File: config.mk
export PLATFORM = sky130hd
export DESIGN_NAME = tmr_brk_guard
export DESIGN_NICKNAME = d
export VERILOG_FILES = /design/src/rtl/tbg_pkg.sv /design/src/rtl/tbg_regs.sv /design/src/rtl/tbg_brk_sense.sv /design/src/rtl/tbg_oe_fsm.sv /design/src/rtl/tbg_gate.sv /design/src/rtl/tmr_brk_guard.sv
export SDC_FILE = /design/constraint.sdc
export NUM_CORES = 1
export LEC_CHECK = 0
export BUFFER_PORTS_ARGS = -buffer_cell sky130_fd_sc_hd__buf_2
export CAP_MARGIN = 0
export CORE_MARGIN = 2
export CORE_UTILIZATION = 35
export CTS_BUF_LIST = sky130_fd_sc_hd__clkbuf_8
export DETAILED_ROUTE_END_ITERATION = 12
export PLACE_DENSITY = 0.77
export SLEW_MARGIN = 25
export SYNTH_ARGS = -nofsm -noshare
export SYNTH_HDL_FRONTEND = slang
export SYNTH_SLANG_ARGS = --single-unit
File: constraint.sdc
create_clock -name clk -period 1.1 [get_ports clk]
set_clock_uncertainty 0.15 [all_clocks]
set_input_delay 0.11 -clock clk [delete_from_list [all_inputs] [get_ports clk]]
set_output_delay 0.11 -clock clk [all_outputs]
set_load 0.1 [all_outputs]
File: src/rtl/tbg_pkg.sv
package tbg_pkg;

    localparam int REG_W    = 16;
    localparam int DT_W     = 8;
    localparam int BIT_MOE  = 15;
    localparam int BIT_AOE  = 14;
    localparam int BIT_POL  = 13;
    localparam int BIT_BEN  = 12;
    localparam int BIT_ROS  = 11;
    localparam int BIT_IOS  = 10;
    localparam int LOCK_LO  = 8;
    localparam int LOCK_W   = 2;

    typedef enum logic [1:0] {
        OE_OFF  = 2'd0,
        OE_RUN  = 2'd1,
        OE_TRIP = 2'd2
    } oe_state_e;

    typedef struct packed {
        logic              aoe;
        logic              pol;
        logic              brk_en;
        logic              ros;
        logic              ios;
        logic [LOCK_W-1:0] lock;
        logic [DT_W-1:0]   dt;
    } guard_cfg_t;

endpackage

File: src/rtl/tbg_regs.sv
module tbg_regs
    import tbg_pkg::*;
(
    input  logic             clk,
    input  logic             rst_n,
    input  logic             wr_en,
    input  logic [1:0]       wr_be,
    input  logic [REG_W-1:0] wr_data,
    output guard_cfg_t       cfg,
    output logic             sw_set,
    output logic             sw_clr
);

    logic hi_wr;
    logic lo_wr;
    logic unlocked;

    assign hi_wr    = wr_en & wr_be[1];
    assign lo_wr    = wr_en & wr_be[0];
    assign unlocked = (cfg.lock == '0);
    assign sw_set   = hi_wr &  wr_data[BIT_MOE];
    assign sw_clr   = hi_wr & ~wr_data[BIT_MOE];

    always_ff @(posedge clk or negedge rst_n) begin
        if (!rst_n) begin
            cfg <= '0;
        end else begin
            if (lo_wr) begin
                cfg.dt <= wr_data[DT_W-1:0];
            end
            if (hi_wr) begin
                cfg.pol    <= wr_data[BIT_POL];
                cfg.brk_en <= wr_data[BIT_BEN];
                cfg.ros    <= wr_data[BIT_ROS];
                cfg.ios    <= wr_data[BIT_IOS];
                cfg.lock   <= wr_data[LOCK_LO +: LOCK_W];
                if (unlocked) begin
                    cfg.aoe <= wr_data[BIT_AOE];
                end
            end
        end
    end

endmodule

File: src/rtl/tbg_brk_sense.sv
module tbg_brk_sense (
    input  logic brk_in,
    input  logic pol,
    input  logic brk_en,
    output logic brk_act
);

    // pol = 1 selects active-high, pol = 0 selects active-low
    always_comb begin
        brk_act = brk_en & (brk_in ^ ~pol);
    end

endmodule

File: src/rtl/tbg_oe_fsm.sv
module tbg_oe_fsm
    import tbg_pkg::*;
(
    input  logic      clk,
    input  logic      rst_n,
    input  logic      brk_act,
    input  logic      sw_set,
    input  logic      sw_clr,
    input  logic      upd_evt,
    input  logic      aoe,
    output logic      moe,
    output oe_state_e state
);

    oe_state_e state_nx;
    logic      arm_req;

    assign arm_req = sw_set | (upd_evt & aoe);

    always_comb begin
        state_nx = state;
        if (brk_act) begin
            state_nx = OE_TRIP;                                  // TRIP
        end else begin
            unique case (state)
                OE_RUN:  state_nx = sw_clr  ? OE_OFF : OE_RUN;   // DISARM
                OE_OFF:  state_nx = arm_req ? OE_RUN : OE_OFF;   // ARM
                OE_TRIP: state_nx = arm_req ? OE_RUN : OE_OFF;   // ARM / RELEASE
                default: state_nx = OE_OFF;
            endcase
        end
    end

    always_ff @(posedge clk or negedge rst_n) begin
        if (!rst_n) begin
            state <= OE_OFF;
        end else begin
            state <= state_nx;
        end
    end

    // break masks the enable combinationally, before any edge
    always_comb begin
        moe = (state == OE_RUN) & ~brk_act;
    end

endmodule

File: src/rtl/tbg_gate.sv
module tbg_gate #(
    parameter int NUM_CH = 4
) (
    input  logic              moe,
    input  logic [NUM_CH-1:0] ch_en_p,
    input  logic [NUM_CH-1:0] ch_en_n,
    input  logic [NUM_CH-1:0] pwm_p,
    input  logic [NUM_CH-1:0] pwm_n,
    output logic [NUM_CH-1:0] out_p,
    output logic [NUM_CH-1:0] out_n
);

    for (genvar c = 0; c < NUM_CH; c++) begin : g_ch
        assign out_p[c] = moe & ch_en_p[c] & pwm_p[c];
        assign out_n[c] = moe & ch_en_n[c] & pwm_n[c];
    end

endmodule

File: src/rtl/tmr_brk_guard.sv
module tmr_brk_guard
    import tbg_pkg::*;
#(
    parameter int NUM_CH = 4
) (
    input  logic              clk,
    input  logic              rst_n,
    input  logic              wr_en,
    input  logic [1:0]        wr_be,
    input  logic [15:0]       wr_data,
    output logic [15:0]       rd_data,
    input  logic              brk_in,
    input  logic              upd_evt,
    input  logic [NUM_CH-1:0] ch_en_p,
    input  logic [NUM_CH-1:0] ch_en_n,
    input  logic [NUM_CH-1:0] pwm_p,
    input  logic [NUM_CH-1:0] pwm_n,
    output logic [NUM_CH-1:0] out_p,
    output logic [NUM_CH-1:0] out_n
);

    guard_cfg_t cfg;
    logic       sw_set;
    logic       sw_clr;
    logic       brk_act;
    logic       moe;
    oe_state_e  state;

    tbg_regs u_regs (
        .clk     (clk),
        .rst_n   (rst_n),
        .wr_en   (wr_en),
        .wr_be   (wr_be),
        .wr_data (wr_data),
        .cfg     (cfg),
        .sw_set  (sw_set),
        .sw_clr  (sw_clr)
    );

    tbg_brk_sense u_brk (
        .brk_in  (brk_in),
        .pol     (cfg.pol),
        .brk_en  (cfg.brk_en),
        .brk_act (brk_act)
    );

    tbg_oe_fsm u_fsm (
        .clk     (clk),
        .rst_n   (rst_n),
        .brk_act (brk_act),
        .sw_set  (sw_set),
        .sw_clr  (sw_clr),
        .upd_evt (upd_evt),
        .aoe     (cfg.aoe),
        .moe     (moe),
        .state   (state)
    );

    tbg_gate #(.NUM_CH(NUM_CH)) u_gate (
        .moe     (moe),
        .ch_en_p (ch_en_p),
        .ch_en_n (ch_en_n),
        .pwm_p   (pwm_p),
        .pwm_n   (pwm_n),
        .out_p   (out_p),
        .out_n   (out_n)
    );

    assign rd_data = {moe, cfg.aoe, cfg.pol, cfg.brk_en, cfg.ros, cfg.ios,
                      cfg.lock, cfg.dt};

endmodule

==> out/results.ini, run 1 <==
[synthesis]
postSynthAreaPerCell_um2 = 13.6
synthMuxAreaShare_pct = 22.5
synth_fa_ha_area_share_pct = 0
synth_seq_cells = 17
synth_compound_area_share_pct = 4.01
synth.net_count = 94
synth_cells = 55
syn_area_um2 = 749
seq_area_frac_synth_pct = 56.8
synth_top_cell_by_area = dfrtp_1
synthXorXnorAreaFrac_pct = 1.17
synthSimpleGateAreaFrac_pct = 11.5
synthTopCellsByArea = dfrtp_1 (57%), mux2_2 (23%), and3_1 (6.7%), buf_4 (4.0%), nand2_2 (1.7%)
yosysTopAreaCellShare_pct = 56.8
synth_top_family_by_area = multiplexers
yosys_warnings = 0
yosys.cell_types.count = 14

[clock_network]
cts-resized-gates = 10
cts_buffer_depth = 2
cts_hold_buf = 17
cts_root_buf = clkbuf_8
cts_setup_buffers = 6
cts_inserted_buffers = 3
cts_sinks = 17
htreeDepth = 1

[status]
toolErrorMsg = [ERROR DPL-0033] detailed placement checks failed during check placement.
status = stopped before the end
haltStage = 4_1_cts

[die]
fp.dieH_um = 50.3
ios = 63
rows = 16
start_util_pct = 37.8
die_w_um = 50.3

[place]
dp_hpwl_um = 2000
preCtsSetupSlack_ns = -0.405
numPortBuffers = 62
gp_congestion = 0.757

[stage by stage]
step | hold WS, ns | instances | utilization, % | area [um2] | setup TNS, ns
floorplan | -0.336 | 55 | - | 910 | -4.02
global placement | -0.111 | 148 | 83.0 | 1640 | -3.17
detailed placement | -0.102 | 148 | 83.0 | 1640 | -3.82
[logic make-up after synthesis]
logic type             after synthesis
AO/OA/AOI/OAI                        4
flip-flops                          17
AND/OR/NAND/NOR                     14
XOR/XNOR                             1
buffers and inverters                4
multiplexers                        15
[Yosys cell counts (all sizes together)]
| master | count |
|---|---|
| mux2 | 15 |
| dfrtp | 17 |
| nand2 | 2 |
| xnor2 | 1 |
| a221oi | 1 |
| a21oi | 2 |
| nand3 | 1 |
| o21bai | 1 |
| buf | 4 |
| nor3 | 1 |
| nand2b | 1 |
| and2 | 1 |
| and3 | 8 |
==> inputs of run 2 (changes only) <==
Settings changed: CORE_AREA from default to 2 2 63 65, CORE_MARGIN 2 to default, CORE_UTILIZATION 35 to default, CTS_BUF_LIST sky130_fd_sc_hd__clkbuf_8 to default, DIE_AREA from default to 0 0 65 67, PLACE_DENSITY 0.77 to default, PLACE_DENSITY_LB_ADDON from default to 0.15.
Clock period 1.1 ns to 1.4 ns, I/O delays scaled along.
==> out/results.ini, run 2 <==
[status]
status = finished with violations
violations = setup timing

[grt]
grt_overflow = 0
antenna_found_initial = 0
grt_pass1_vias = 822
grtUsageTotal_pct = 10.8
grt_max_degree = 18
grt_pass1_wl_um = 3620

[drt]
postRouteAntennaNets = 0
drt_iter0_drc = 7
vias = 758
vias_per_cell = 4.05
wl_per_cell_um = 11.5
drcViolationCount = 0
drt-pass1-iter-count = 2
wirelength_um = 2150

[final_layout]
layout_commonest_cell = buf_2
reg_top3 = u_regs.cfg: 15 flops, u_fsm.state: 2 flops
fin_area_um2 = 1640
largest-register = u_regs.cfg
stdcell_count = 187
fillCellCount = 344
final_util_pct = 45.4
diodes = 0
syn2layout_area_growth_pct = 118
layout.nets = 179
layout_common_cells = buf_2 (48), dlygate4sd3_1 (16), mux2_2 (14), buf_12 (14), dfrtp_2 (10)
largest_register_ffs = 15
drive_gt1_share_pct = 80.6

[power]
p_clk_share_pct = 13.8
power_mw = 2.52
swShare_pct = 48.1
p_int_mw = 1.31
peakVddDrop_v = 0.000742
power.switching_mw = 1.21
pwr-share-seq_pct = 26.2
combPwrFrac_pct = 60.0
power_density_nw_per_um2 = 1540
p_leak_nw = 0.743

[sta]
worst_slack_ns = -0.331
layout_min_cycle_time_ns = 1.73
finalHoldViolations = 0
worst_pin_slew_ns = 0.496
finalSetupTns_ns = -2.81
setup_viol = 9
drv_slew = 0
whs_ns = 0.0141
rsz0062_at_grt = yes
fin_crit_sh_pct = 124
relSlewSlack_pct = 67.2
fmax_ghz = 0.578

[synthesis]
synth_seq_cells = 17
synth_top_flop_cell = dfrtp_1
synth_edf_count = 0
yosys.cell_types.count = 14
yosysMostFrequentCell = dfrtp_1
async_flop_share_pct = 100
syn_area_um2 = 749
yosys_warnings = 0
synth.net_count = 94
synth_common_cells = dfrtp_1 (17), mux2_2 (15), and3_1 (8)
postSynthAreaPerCell_um2 = 13.6
seq_area_frac_synth_pct = 56.8
yosysTopAreaCellShare_pct = 56.8
synth_top_cell_by_area = dfrtp_1
synth_cells = 55
synthTopCellsByArea = dfrtp_1 (57%), mux2_2 (23%), and3_1 (6.7%), buf_4 (4.0%), nand2_2 (1.7%)

[worst_setup_path]
cp-start-kind = flip-flop
cp.required_ns = 1.11
endpoint_kind = output port
path_class = reg2out
crit_arrival_ns = 1.44
crit_fanout = 4

[hold_path]
hold_path.class = in2reg

[die]
core-area_um2 = 3610
start_util_pct = 20.8
fp.dieH_um = 67
rows = 22
dieArea_um2 = 4360
ios = 63
die_w_um = 65

[clock_network]
cts_buffer_depth = 2
cts-resized-gates = 0
cts_root_buf = clkbuf_8
cts_tree = built
cts_sinks = 17
insertion_delay_ns = 0.24
clkTransAtPathRegs_ns = 0.06
htreeDepth = 1
cts_inserted_buffers = 3

[place]
preCtsSetupSlack_ns = -0.166
dp_hpwl_um = 1690
post-place-cells = 165
gp_congestion = 0.668
post_dp_cell_area_um2 = 1410
numPortBuffers = 62

[run]
maxCapViolations = 0

## run 2: power groups by stage
stage	sequential, mW	clock (mW)	combinational, mW
final	0.661	0.348	1.52
after global routing	0.677	0.401	1.56
after CTS	0.663	0.369	1.53
after detailed placement	0.668	0	1.46
after global placement	0.667	0	1.45
after floorplan	1.04	0	0.653
## run 2: routing by layer
metal / wire [um] / share of wire, % / vias to the layer above / track usage [%]
met4: 11 / 0.51 / 0 / 3.99
met2: 1170 / 54 / 36 / 20.4
met1: 803 / 37 / 358 / 11.6
met3: 165 / 7.7 / 2 / 2.70
li1: - / - / 362 / -
met5: 0 / 0 / - / 0
## run 2: kinds of logic (layout without fill, tap and decap cells)
family	count (synthesis)	after routing	synth area share, %
AND/OR/NAND/NOR	14	14	11.5
buffers and inverters	4	87	4.01
flip-flops	17	17	56.8
multiplexers	15	15	22.5
XOR/XNOR	1	1	1.17
AO/OA/AOI/OAI	4	5	4.01
## run 2: critical path, cell delays in order (launching register included)
cell and delay, ns:
dfrtp_1 0.40, xnor2_2 0.18, a21oi_2 0.22, and3_4 0.22, buf_12 0.17
## run 2: timing repair
action                     4_1_cts  5_1_grt
setup buffers                    1        0
hold endpoints to repair        32        0
cloned                           1        0
pin swaps                        5        2
setup endpoints to repair        9        9
hold buffers                    16        0
## run 2: worst paths after layout
check | depth (start not counted) | slack (ns) | end | start
hold reg to reg | 1 | 0.36 | u_regs.cfg[4] | u_regs.cfg[4]
setup reg to reg | 2 | 0.13 | u_regs.cfg[14] | u_regs.cfg[8]
setup / recovery | 4 | -0.33 | out_p[1] | u_regs.cfg[13]
max in group asynchronous | 2 | 0.62 | u_regs.cfg[9] | rst_n
hold / removal | 3 | 0.01 | u_fsm.state[0] | wr_data[15]
min in group asynchronous | 2 | 0.18 | u_regs.cfg[2] | rst_n
## run 2: area by class of cell
| class | count | area, um2 | area share, % |
|---|---|---|---|
| timing repair buffer | 83 | 718 | 43.9 |
| sequential | 17 | 445 | 27.2 |
| multi-input combinational | 35 | 367 | 22.4 |
| tap | 48 | 60.1 | 3.67 |
| clock buffer | 4 | 45.0 | 2.75 |
No activity file was read; power rests on OpenSTA's default activity.
==> inputs of run 3 (changes only) <==
Settings changed: GPL_TIMING_DRIVEN from default to 0.
==> out/results.ini, run 3 (synthesis results as in run 2) <==
[grt]
met3_usage_pct = 2.20
grt_busiest_layer = met2
met2_usage_pct = 21.5
grt_pass1_wl_um = 3740
grtUsageTotal_pct = 11.3
grt_pass1_vias = 797
antenna_found_initial = 0
grt_max_degree = 18
grt_use_met1_pct = 12.5
grt_overflow = 0

[worst_setup_path]
r2r_cells = 5
cp-start-kind = flip-flop
rrSetupSlack_ns = 0.02
path_class = reg2out
endpoint_kind = output port
startpoint = u_regs.cfg[13]
r2r-end = u_fsm.state[0]
cp.required_ns = 1.11
crit_fanout = 4
crit_end = out_p[3]
r2r_start = u_regs.cfg[13]
crit_arrival_ns = 1.46

[final_layout]
final_util_pct = 45.0
fin_area_um2 = 1620
reg_top3 = u_regs.cfg: 15 flops, u_fsm.state: 2 flops
layout_commonest_cell = buf_2
layout_common_cells = buf_2 (48), dlygate4sd3_1 (16), mux2_2 (14)
layout.nets = 181
syn2layout_area_growth_pct = 117
largest_register_ffs = 15
largest-register = u_regs.cfg
stdcell_count = 189
diodes = 0
drive_gt1_share_pct = 83.0

[die]
die_w_um = 65
ios = 63
dieArea_um2 = 4360
start_util_pct = 20.8
core-area_um2 = 3610
rows = 22
fp.dieH_um = 67

[sta]
layout_min_cycle_time_ns = 1.75
worst_pin_slew_ns = 0.494
fin_crit_sh_pct = 125
rsz0062_at_grt = yes
worst_slack_ns = -0.352
finalHoldViolations = 0
whs_ns = 0.0151
setup_viol = 9
relSlewSlack_pct = 67.3
drv_slew = 0
fmax_ghz = 0.571

[drt]
vias = 765
postRouteAntennaNets = 0
drcViolationCount = 0
wirelength_um = 2250
drt_iter0_drc = 12
vias_per_cell = 4.05
drt-pass1-iter-count = 2
wl_per_cell_um = 11.9

[run]
maxCapViolations = 0

[clock_network]
cts_tree = built
cts_root_buf = clkbuf_8
cts_buffer_depth = 2
htreeDepth = 1
insertion_delay_ns = 0.25
cts_sinks = 17
clkTransAtPathRegs_ns = 0.07
cts_inserted_buffers = 3

[hold_path]
hold_path.class = in2reg

[power]
pwr-share-seq_pct = 26.5
power.switching_mw = 1.24
p_clk_share_pct = 14.5
p_leak_nw = 0.742
p_int_mw = 1.29
swShare_pct = 49.2
combPwrFrac_pct = 59.0
peakVddDrop_v = 0.000743
power_density_nw_per_um2 = 1560

[status]
status = finished with violations
violations = setup timing

[place]
preCtsSetupSlack_ns = -0.360
post-place-cells = 165
dp_hpwl_um = 1540
gp_congestion = 0.700
numPortBuffers = 62
post_dp_cell_area_um2 = 1200

## run 3: worst min path at each step
| stage | startpoint | to | slack [ns] | cells after the start |
|---|---|---|---|---|
| finish | wr_data[15] | u_fsm.state[0] | 0.02 | 3 |
| global route | wr_data[15] | u_fsm.state[0] | 0.009 | 3 |
| CTS | wr_data[15] | u_fsm.state[0] | 0.009 | 3 |
| detailed placement | rst_n | u_regs.cfg[8] | -0.06 | 1 |
| global placement | rst_n | u_regs.cfg[8] | -0.06 | 1 |
| floorplan | rst_n | u_fsm.state[0] | -0.31 | 0 |
## run 3: what timing repair did
action / 4_1_cts / 5_1_grt
pin swaps: 4 / 4
cloned: 1 / 0
hold buffers: 16 / 0
endpoints found under the setup margin: 12 / 13
gates resized for setup: 42 / 9
hold endpoints to repair: 32 / 0
buffers inserted: 2 / 1
## run 3: power groups by stage
stage	Clock [mW]	Combinational, mW	Sequential [mW]
6_report	0.367	1.49	0.671
3_3_place_gp	0	1.22	0.661
3_5_place_dp	0	1.23	0.664
5_1_grt	0.420	1.54	0.688
2_1_floorplan	0	0.653	1.04
4_1_cts	0.383	1.46	0.660
## run 3: per-layer routing
metal  wire [um]  vias to the layer above
li1            -                      369
met2        1220                       36
met5           0                        -
met1         863                      358
met4           8                        0
met3         151                        2
## run 3: layout make-up
cell class / count / area [um2]
Tap cell: 48 / 60.1
Fill cell: 332 / 1980
Clock buffer: 4 / 45.0
Timing Repair Buffer: 81 / 661
Multi-Input combinational cell: 35 / 382
Buffer: 4 / 30.0
Sequential cell: 17 / 447
## run 3: critical path, cell delays in order, from the launching register on
cell,delay (ns)
dfrtp_1,0.40
xnor2_2,0.18
a21oi_2,0.23
and3_4,0.23
buf_12,0.17
## run 3: stage by stage
step                      power, mW  TNS (ns)
after floorplan                1.69    -0.461
after global placement         1.88     -2.88
after detailed placement       1.90     -3.08
after CTS                      2.50     -3.19
after global routing           2.65     -3.64
final                          2.53     -2.93
==> inputs of run 4 (changes only) <==
Settings changed: CTS_BUF_LIST from default to sky130_fd_sc_hd__clkbuf_2.
==> out/results.ini, run 4 (synthesis results as in run 2) <==
[sta]
drv_slew = 0
fmax_ghz = 0.552
fin_crit_sh_pct = 129
relSlewSlack_pct = 74.2
finalSetupTns_ns = -3.81
rsz0062_at_grt = yes
worst_pin_slew_ns = 0.386
whs_ns = 0.0492
worst_slack_ns = -0.412
finalHoldViolations = 0
setup_viol = 13
layout_min_cycle_time_ns = 1.81

[worst_setup_path]
r2r-end = u_fsm.state[0]
startpoint = u_regs.cfg[13]
endpoint_kind = output port
path_class = reg2out
rrSetupSlack_ns = -0.15
crit_buf_inv = 1
crit_end = out_n[1]
cpPeakStageDelay_ns = 0.47
r2r_start = u_regs.cfg[13]
slowest_stage = dfrtp_2
cp.required_ns = 1.11
crit_fanout = 5
crit_arrival_ns = 1.52
crit_chain = xnor2_4 -> a21oi_4 -> and3_4 -> buf_12
crit_cells = 4
r2r_cells = 6
cp_top_family = flip-flops
cp-start-kind = flip-flop

[die]
rows = 22
dieArea_um2 = 4360
start_util_pct = 20.8
fp.dieH_um = 67
ios = 63
die_w_um = 65
core-area_um2 = 3610

[clock_network]
insertion_delay_ns = 0.29
cts_tree = built
cts_inserted_buffers = 3
htreeDepth = 1
cts_sinks = 17
cts_root_buf = clkbuf_2
cts_buffer_depth = 2
clkTransAtPathRegs_ns = 0.17

[final_layout]
largest-register = u_regs.cfg
layout_common_cells = buf_2 (38), buf_4 (20), dlygate4sd3_1 (19)
fin_area_um2 = 1730
stdcell_count = 197
diodes = 0
reg_top3 = u_regs.cfg: 15 flops, u_fsm.state: 2 flops
layout.nets = 189
drive_gt1_share_pct = 83.2
syn2layout_area_growth_pct = 131
largest_register_ffs = 15
layout_commonest_cell = buf_2

[power]
peakVddDrop_v = 0.000776
p_leak_nw = 0.788
power_density_nw_per_um2 = 1460

[hold_path]
hold_path.class = in2reg

[drt]
wl_per_cell_um = 12.4
drt-pass1-iter-count = 2
postRouteAntennaNets = 0
vias = 801
vias_per_cell = 4.07
drcViolationCount = 0
wirelength_um = 2450
drt_iter0_drc = 22

[status]
status = finished with violations
violations = setup timing

[place]
dp_hpwl_um = 1540
post_dp_cell_area_um2 = 1200
gp_congestion = 0.700
numPortBuffers = 62
post-place-cells = 165

[grt]
grt_pass1_vias = 856
grt_pass1_wl_um = 4040
grt_max_degree = 18
antenna_found_initial = 0
grt_overflow = 0
grtUsageTotal_pct = 12.3

[run]
maxCapViolations = 0

==> run 4: report_power, final <==
group          switching, mW  internal [mW]
clock network          0.155         0.0757
registers             0.0726          0.594
logic                   1.03          0.590
total                   1.26           1.26
==> run 4: worst min-delay path: stages <==
cell and delay, ns:
buf_2 0.09, a21oi_1 0.16, a221oi_2 0.07
==> run 4: final cells by class <==
| cell class | count | area, um2 |
|---|---|---|
| Sequential cell | 17 | 448 |
| Buffer | 4 | 37.5 |
| Tap cell | 48 | 60.1 |
| Clock buffer | 4 | 20.0 |
| Multi-Input combinational cell | 35 | 395 |
| Fill cell | 329 | 1880 |
| Timing Repair Buffer | 89 | 769 |
==> run 4: worst min path at each step <==
| stage | start | end | slack, ns | cells after the start |
|---|---|---|---|---|
| floorplan | rst_n | u_fsm.state[0] | -0.31 | 0 |
| global placement | rst_n | u_regs.cfg[8] | -0.06 | 1 |
| detailed placement | rst_n | u_regs.cfg[8] | -0.06 | 1 |
| CTS | upd_evt | u_fsm.state[0] | 0.04 | 3 |
| global route | upd_evt | u_fsm.state[0] | 0.001 | 3 |
| finish | upd_evt | u_fsm.state[0] | 0.05 | 3 |
==> run 4: layer usage <==
| metal | vias to the layer above | GRT usage, % | routed length (um) |
|---|---|---|---|
| met4 | 0 | 4.52 | 8 |
| met2 | 36 | 22.9 | 1350 |
| met1 | 382 | 13.6 | 931 |
| met3 | 2 | 2.87 | 156 |
| li1 | 381 | - | - |
| met5 | - | 0 | 0 |
==> run 4: repair_timing <==
action                                  CTS  global route
gates cloned                              1             0
endpoints found under the hold margin    33             0
gates resized for setup                  61             8
setup buffers                             2             6
pin swaps                                 4             7
endpoints found under the setup margin   24            15
hold buffers                             19             0
==> run 4: per-stage QoR <==
stage / setup slack [ns] / utilization, % / total power [mW]
finish: -0.412 / 48.0 / 2.52
global route: -0.519 / 48.0 / 2.65
CTS: -0.460 / 45.8 / 2.44
detailed placement: -0.360 / 33.4 / 1.90
global placement: -0.334 / 33.4 / 1.88
floorplan: -0.0614 / - / 1.69
